File: src/rtl/cfg3w_pkg.sv
package cfg3w_pkg;
  localparam int DATA_W   = 14;
  localparam int ADDR_W   = 2;
  localparam int CHAN_REG = 2;
  localparam int CHAN_W   = 12;
endpackage

File: src/rtl/cfg3w_sync.sv
module cfg3w_sync #(
  parameter int STAGES = 2,
  parameter bit RST_VAL = 1'b0
) (
  input  logic clk,
  input  logic rst_n,
  input  logic d_i,
  output logic lvl_o,
  output logic rise_o,
  output logic fall_o
);
  logic [STAGES-1:0] chain;
  logic              prev;

  always_ff @(posedge clk or negedge rst_n) begin
    if (!rst_n) begin
      chain <= {STAGES{RST_VAL}};
      prev  <= RST_VAL;
    end else begin
      chain <= {chain[STAGES-2:0], d_i};
      prev  <= chain[STAGES-1];
    end
  end

  assign lvl_o  = chain[STAGES-1];
  assign rise_o = lvl_o & ~prev;
  assign fall_o = ~lvl_o & prev;
endmodule

File: src/rtl/cfg3w_shifter.sv
module cfg3w_shifter #(
  parameter int WORD_W = 16
) (
  input  logic              clk,
  input  logic              rst_n,
  input  logic              en_lvl_i,
  input  logic              en_fall_i,
  input  logic              sclk_rise_i,
  input  logic              sdat_i,
  output logic [WORD_W-1:0] word_o,
  output logic              full_o
);
  localparam int CNT_W = $clog2(WORD_W + 1);
  localparam logic [CNT_W-1:0] CNT_MAX = CNT_W'(WORD_W);

  logic [CNT_W-1:0] cnt;

  always_ff @(posedge clk or negedge rst_n) begin
    if (!rst_n) begin
      word_o <= '0;
      cnt    <= '0;
    end else if (en_fall_i) begin
      cnt <= '0;
    end else if (!en_lvl_i && sclk_rise_i) begin
      word_o <= {word_o[WORD_W-2:0], sdat_i};
      if (cnt != CNT_MAX) cnt <= cnt + 1'b1;
    end
  end

  assign full_o = (cnt == CNT_MAX);


  cnt_sat_chk: assert property (@(posedge clk) disable iff (!rst_n)
    cnt <= CNT_MAX);


  idle_hold_chk: assert property (@(posedge clk) disable iff (!rst_n)
    en_lvl_i |=> ($stable(word_o) && $stable(cnt)));
endmodule

File: src/rtl/cfg3w_regfile.sv
module cfg3w_regfile #(
  parameter int DATA_W = 14,
  parameter int ADDR_W = 2
) (
  input  logic                            clk,
  input  logic                            rst_n,
  input  logic                            commit_i,
  input  logic [ADDR_W-1:0]               addr_i,
  input  logic [DATA_W-1:0]               data_i,
  output logic [(1<<ADDR_W)*DATA_W-1:0]   q_o
);
  localparam int NREG = 1 << ADDR_W;

  for (genvar k = 0; k < NREG; k++) begin : g_reg
    localparam logic [ADDR_W-1:0] IDX = ADDR_W'(k);
    logic [DATA_W-1:0] r;

    always_ff @(posedge clk or negedge rst_n) begin
      if (!rst_n)                        r <= '0;
      else if (commit_i && addr_i == IDX) r <= data_i;
    end

    assign q_o[k*DATA_W +: DATA_W] = r;


    reg_load_chk: assert property (@(posedge clk) disable iff (!rst_n)
      (commit_i && addr_i == IDX) |=> (r == $past(data_i)));
  end


  no_write_without_commit_chk: assert property (@(posedge clk) disable iff (!rst_n)
    !commit_i |=> $stable(q_o));
endmodule

File: src/rtl/cfg3w_loader.sv
module cfg3w_loader
  import cfg3w_pkg::*;
#(
  parameter int D_W    = DATA_W,
  parameter int A_W    = ADDR_W,
  parameter int C_REG  = CHAN_REG,
  parameter int C_W    = CHAN_W,
  parameter int SYNC_N = 2
) (
  input  logic                        clk,
  input  logic                        rst_n,
  input  logic                        cfg_en_n,
  input  logic                        cfg_clk,
  input  logic                        cfg_dat,
  output logic [(1<<A_W)*D_W-1:0]     cfg_q,
  output logic [C_W-1:0]              chan_code,
  output logic                        load_err
);
  localparam int WORD_W = D_W + A_W;

  logic en_lvl, en_rise, en_fall;
  logic sck_lvl, sck_rise, sck_fall;
  logic dat_lvl, dat_rise, dat_fall;
  logic [WORD_W-1:0] word;
  logic full, commit;

  cfg3w_sync #(.STAGES(SYNC_N), .RST_VAL(1'b1)) u_en_sync (
    .clk(clk), .rst_n(rst_n), .d_i(cfg_en_n),
    .lvl_o(en_lvl), .rise_o(en_rise), .fall_o(en_fall));

  cfg3w_sync #(.STAGES(SYNC_N), .RST_VAL(1'b0)) u_sck_sync (
    .clk(clk), .rst_n(rst_n), .d_i(cfg_clk),
    .lvl_o(sck_lvl), .rise_o(sck_rise), .fall_o(sck_fall));

  cfg3w_sync #(.STAGES(SYNC_N), .RST_VAL(1'b0)) u_dat_sync (
    .clk(clk), .rst_n(rst_n), .d_i(cfg_dat),
    .lvl_o(dat_lvl), .rise_o(dat_rise), .fall_o(dat_fall));

  cfg3w_shifter #(.WORD_W(WORD_W)) u_shift (
    .clk(clk), .rst_n(rst_n),
    .en_lvl_i(en_lvl), .en_fall_i(en_fall),
    .sclk_rise_i(sck_rise), .sdat_i(dat_lvl),
    .word_o(word), .full_o(full));

  assign commit = en_rise & full;

  cfg3w_regfile #(.DATA_W(D_W), .ADDR_W(A_W)) u_regs (
    .clk(clk), .rst_n(rst_n),
    .commit_i(commit),
    .addr_i(word[A_W-1:0]),
    .data_i(word[WORD_W-1:A_W]),
    .q_o(cfg_q));

  always_ff @(posedge clk or negedge rst_n) begin
    if (!rst_n)       load_err <= 1'b0;
    else if (en_rise) load_err <= ~full;
  end

  assign chan_code = cfg_q[C_REG*D_W +: C_W];


  short_word_chk: assert property (@(posedge clk) disable iff (!rst_n)
    (en_rise && !full) |=> (load_err && $stable(cfg_q)));


  err_clear_chk: assert property (@(posedge clk) disable iff (!rst_n)
    (en_rise && full) |=> !load_err);
endmodule

File: config.mk
export PLATFORM = sky130hd
export DESIGN_NAME = cfg3w_loader
export DESIGN_NICKNAME = d
export VERILOG_FILES = /design/src/rtl/cfg3w_pkg.sv /design/src/rtl/cfg3w_sync.sv /design/src/rtl/cfg3w_shifter.sv /design/src/rtl/cfg3w_regfile.sv /design/src/rtl/cfg3w_loader.sv
export SDC_FILE = /design/constraint.sdc
export NUM_CORES = 1
export LEC_CHECK = 0
export ABC_AREA = 1
export BUFFER_PORTS_ARGS = -buffer_cell sky130_fd_sc_hd__buf_4
export CAP_MARGIN = 20
export CELL_PAD_IN_SITES_DETAIL_PLACEMENT = 0
export CELL_PAD_IN_SITES_GLOBAL_PLACEMENT = 1
export CORE_MARGIN = 1.5
export CORE_UTILIZATION = 40
export CTS_BUF_LIST = sky130_fd_sc_hd__clkbuf_8
export DETAILED_ROUTE_END_ITERATION = 10
export PLACE_DENSITY = 0.73
export SYNTH_ARGS = -nofsm -noshare
export SYNTH_HDL_FRONTEND = slang
export SYNTH_HIERARCHICAL = 1
export SYNTH_SLANG_ARGS = --single-unit
File: constraint.sdc
create_clock -name clk -period 2.09 [get_ports clk]
set_input_delay 0.418 -clock clk [delete_from_list [all_inputs] [get_ports clk]]
set_output_delay 0.418 -clock clk [all_outputs]
set_load 0.02 [all_outputs]
Word level (Yosys, flattened, before mapping)
Index checks and enable logic that the tools add are counted.
{"block": "totals", "ff_bits": 86, "input_bits": 5, "output_inout_bits": 69, "elab_cells": 41}
{"block": "op_classes", "addsub": 1, "n_eq_ne": 5, "muxes": 3, "bitwise_logic": 9, "n_reduce_logical": 11}
{"cell": "5-bit 2-to-1 mux", "n": 3}
{"cell": "5-bit by 1-bit adder with 5-bit output, second input constant", "n": 1}
{"cell": "5-bit == test, second input constant", "n": 1}
{"cell": "1-bit logical AND", "n": 5}
{"cell": "5-bit inequality test, second input constant", "n": 1}
{"cell": "1-bit inverter", "n": 5}
{"cell": "1-bit AND", "n": 4}
{"cell": "2-bit == test, second input constant", "n": 2}
{"cell": "2-bit AND reduction", "n": 2}
{"cell": "2-bit nonzero test", "n": 2}
{"cell": "2-bit by 1-bit == test with 1-bit output, second input constant", "n": 1}
{"cell": "2-bit logical NOT", "n": 1}
{"cell": "1-bit logical NOT", "n": 1}

Logic depth before layout (Yosys ltp)
{"block": "depth", "ltp_word": 5, "depth_mapped": 10, "ltp_nobuf": 9}

Hierarchy
Netlist, hierarchy kept.
{"mod": "cfg3w_regfile", "instances": 1, "cells_each": 250, "area_per_inst_um2": 2374.8}
{"mod": "cfg3w_shifter", "instances": 1, "cells_each": 105, "area_per_inst_um2": 934.6}
{"mod": "cfg3w_sync at u_dat_sync ...", "instances": 2, "cells_each": 7, "area_per_inst_um2": 90.1}
{"mod": "cfg3w_loader", "instances": 1, "cells_each": 20, "area_per_inst_um2": 141.4}
{"mod": "cfg3w_sync at u_en_sync", "instances": 1, "cells_each": 7, "area_per_inst_um2": 93.8}

Worst setup path before layout
Ideal clock, no wire load.
{"block": "synth_path", "kind": "reg2reg", "from": "reg u_shift.cnt[0]", "to": "reg u_regs.g_reg[0].r[10]", "t_arrival_ns": 1.526, "t_required_ns": 2.025, "setup_slack_ns": 0.499, "path_stages_with_launch": 11, "n_path_buf": 2, "synth_period_minus_slack_ns": 1.591, "path_cell_list": "dfrtp_1 inv_1 ha_1 nand2_1 nor3_1 nand2_1 inv_1 buf_6 buf_2 nand3_1 nand2_1"}
{"block": "synth_via", "elab_chain_cells": 3}
{"item": "start: declaration", "line_no": "cfg3w_shifter.sv:16", "text": "logic [CNT_W-1:0] cnt;"}
{"item": "start signal: assignment", "line_no": "cfg3w_shifter.sv:26", "text": "if (cnt != CNT_MAX) cnt <= cnt + 1'b1;"}
{"item": "5-bit == test", "line_no": "cfg3w_shifter.sv:30", "text": "assign full_o = (cnt == CNT_MAX);"}
{"item": "named net full", "line_no": "cfg3w_loader.sv:25", "text": "logic full, commit;"}
{"item": "1-bit AND", "line_no": "cfg3w_loader.sv:45", "text": "assign commit = en_rise & full;"}
{"item": "named net commit", "line_no": "cfg3w_loader.sv:25"}
{"item": "1-bit logical AND", "line_no": "cfg3w_regfile.sv:20", "text": "else if (commit_i && addr_i == IDX) r <= data_i;"}
{"item": "end signal: assignment", "line_no": "cfg3w_regfile.sv:20"}
{"item": "end: declaration", "line_no": "cfg3w_regfile.sv:16", "text": "logic [DATA_W-1:0] r;"}
The timed path passes the listed nets, and every way through them passes these cells.
A chain may end at the register's enable or synchronous reset.

Worst setup path after layout
{"block": "layout_path", "from": "reg u_shift.cnt[0]", "to": "reg u_regs.g_reg[2].r[8]"}
{"block": "layout_via", "elab_chain_cells": 3}
{"item": "5-bit == test", "line_no": "cfg3w_shifter.sv:30"}
{"item": "named net full", "line_no": "cfg3w_loader.sv:25"}
{"item": "1-bit AND", "line_no": "cfg3w_loader.sv:45"}
{"item": "named net commit", "line_no": "cfg3w_loader.sv:25"}
{"item": "1-bit logical AND", "line_no": "cfg3w_regfile.sv:20"}
{"item": "end signal: assignment", "line_no": "cfg3w_regfile.sv:20"}
{"item": "end: declaration", "line_no": "cfg3w_regfile.sv:16"}
The timed path passes the listed nets, and every way through them passes these cells.

==> results.cfg <==
[outcome]
status = finished with violations
violations = DRC

[grt]
grt_pass1_vias = 2718
grt_start_max_net_pins = 55
grt.total_usage_pct = 18.2
grt_overflow = 0
antenna_found_initial = 0
grt_pass1_wl_mm = 13.9

[clocking]
cts_buffers = 9
clkSlewWorstSetupHoldPaths_ps = 90
clock_sinks = 86
cts_buffer_depth = 2
insertion_delay_ps = 340
clockRootBuffer = clkbuf_8
cts_tree = built
hold_buffers = 0
htree_levels = 3

[sta]
hold_ws_ps = 3.64
clock.fmax_mhz = 536
rsz0062_at_grt = no
hold_viol_final = 0
maxSlewViolCount = 0
setup_viol = 0
relSlewSlack_pct = 54.2
min_period_over_period_pct = 89.3
worst_slack_ps = 223
min_period_ps = 1870
final.setup.tns_ps = 0
tightest_slew_ps = 688
skew_ps = 9.93

[detailed_routing]
via_per_inst = 5.01
drtIter0Drc = 141
firstDrtPassIters = 10
wl_per_cell_um = 14.9
drc = 10
wl_mm = 8.34
dr_total_vias = 2803
ant_nets = 0

[power]
p_total_mw = 3.73
ir_worst_vdd_mv = 0.329
powerDensity_nw_per_um2 = 848
p_leak_nw = 2.42

[floorplan]
initial_core_util_pct = 41.8
core_area_sq_um = 8810
die_h_um = 98.9
chipWidth_um = 98.9
rows = 34
ios = 74
dieArea_sq_um = 9780

[layout]
final_common_cell = nand2_1
drive_gt1_share_pct = 25.2
design_area_sq_um = 4400
mostFrequentLayoutCells = nand2_1 (137), dfrtp_1 (83), buf_4 (81)
final_nets = 454
post-route-util_pct = 50.0
final_cells = 560
diodes = 0
area_delta_synth_final_pct = 19.7

[critical_path]
worstSetupPathType = register to register
r2r_setup_slack_ps = 220
crit_path_max_incr_delay_ps = 430
worstPathRequired_ps = 2330
cp-start-kind = register
cp_cell_sequence = inv_1 > ha_1 > nand2_1 > nor3_1 > nand2_1 > clkinvlp_4 > nand3_2 > nand2_1 > nand2_1
crit_family = simple AND/OR/NAND/NOR gates
slowest_stage = dfrtp_1
worstPathArrival_ps = 2100
endpoint_kind = register
crit_top_cell = nand2_1
crit_buf_inv = 2
worstPathMaxFanout = 14

[synth]
yosys_warnings = 6
avgSynthCellArea_sq_um = 9.45
synth_fp_nets = 396
syn_inst = 389
syn_area_sq_um = 3680

[place]
dp_worst_setup_slack_ps = 144
port_buffers = 73
place.gp.congestion = 0.755
dp_cells = 544
placed_area_sq_um = 4160
dp_hpwl_mm = 5.65

[min_path]
hp-class = input port to async pin

[job]
cap_violations = 0
[path summary, 6_finish.rpt]
check,from,end,cells after the start
min reg2reg,u_sck_sync/chain[0],u_sck_sync/chain[1],0
min in group clk,cfg_dat,u_dat_sync/chain[0],1
max reg2reg,u_shift/cnt[0],u_regs/g_reg[2].r[8],9
min,rst_n,u_regs/g_reg[2].r[0],1
max in group asynchronous,rst_n,u_regs/g_reg[0].r[0],2
max,u_shift/cnt[0],u_regs/g_reg[2].r[8],9
[flip-flops by register name, summed over array words and instances, names as in the netlist]
name and cells:
u_shift/cnt 5, u_en_sync/chain 2, u_shift/word_o 16, load_err 1, u_sck_sync/chain 2, u_en_sync/prev 1
u_regs/g.r 56, u_sck_sync/prev 1, u_dat_sync/chain 2
[timing repair]
item,in CTS,in global routing
endpoints found under the setup margin,0,29
hold endpoints to repair,0,0
buffers inserted,0,0
resized for setup,0,4
[area by class of cell]
cell class,count,area [sq um]
clock buffer,10,138
clock inverter,6,86.3
fill,846,4400
inverter,23,90.1
multi-input combinational,245,1170
sequential,86,2160
tap,108,135
timing repair buffer,82,628
[report_power, final]
group | internal, mW | leakage [nW] | total, mW | switching (mW)
logic | 0.135 | 1.17 | 0.418 | 0.283
registers | 1.79 | 1.14 | 2.02 | 0.239
clock network | 0.702 | 0.106 | 1.29 | 0.586
[worst register-to-register path, stage by stage (launching register included)]
cell	delay [ps]
dfrtp_1	430
inv_1	100
ha_1	140
nand2_1	60
nor3_1	190
nand2_1	120
clkinvlp_4	210
nand3_2	300
nand2_1	160
nand2_1	60
[layer usage]
| layer | up-vias | global-route usage (%) | share of wire (%) |
|---|---|---|---|
| li1 | 1377 | - | - |
| met1 | 1333 | 26.4 | 49 |
| met2 | 85 | 26.6 | 45 |
| met3 | 8 | 4.04 | 4.8 |
| met4 | 0 | 6.81 | 1.1 |
| met5 | - | 0 | 0 |
(Power assumes the default switching activity.)
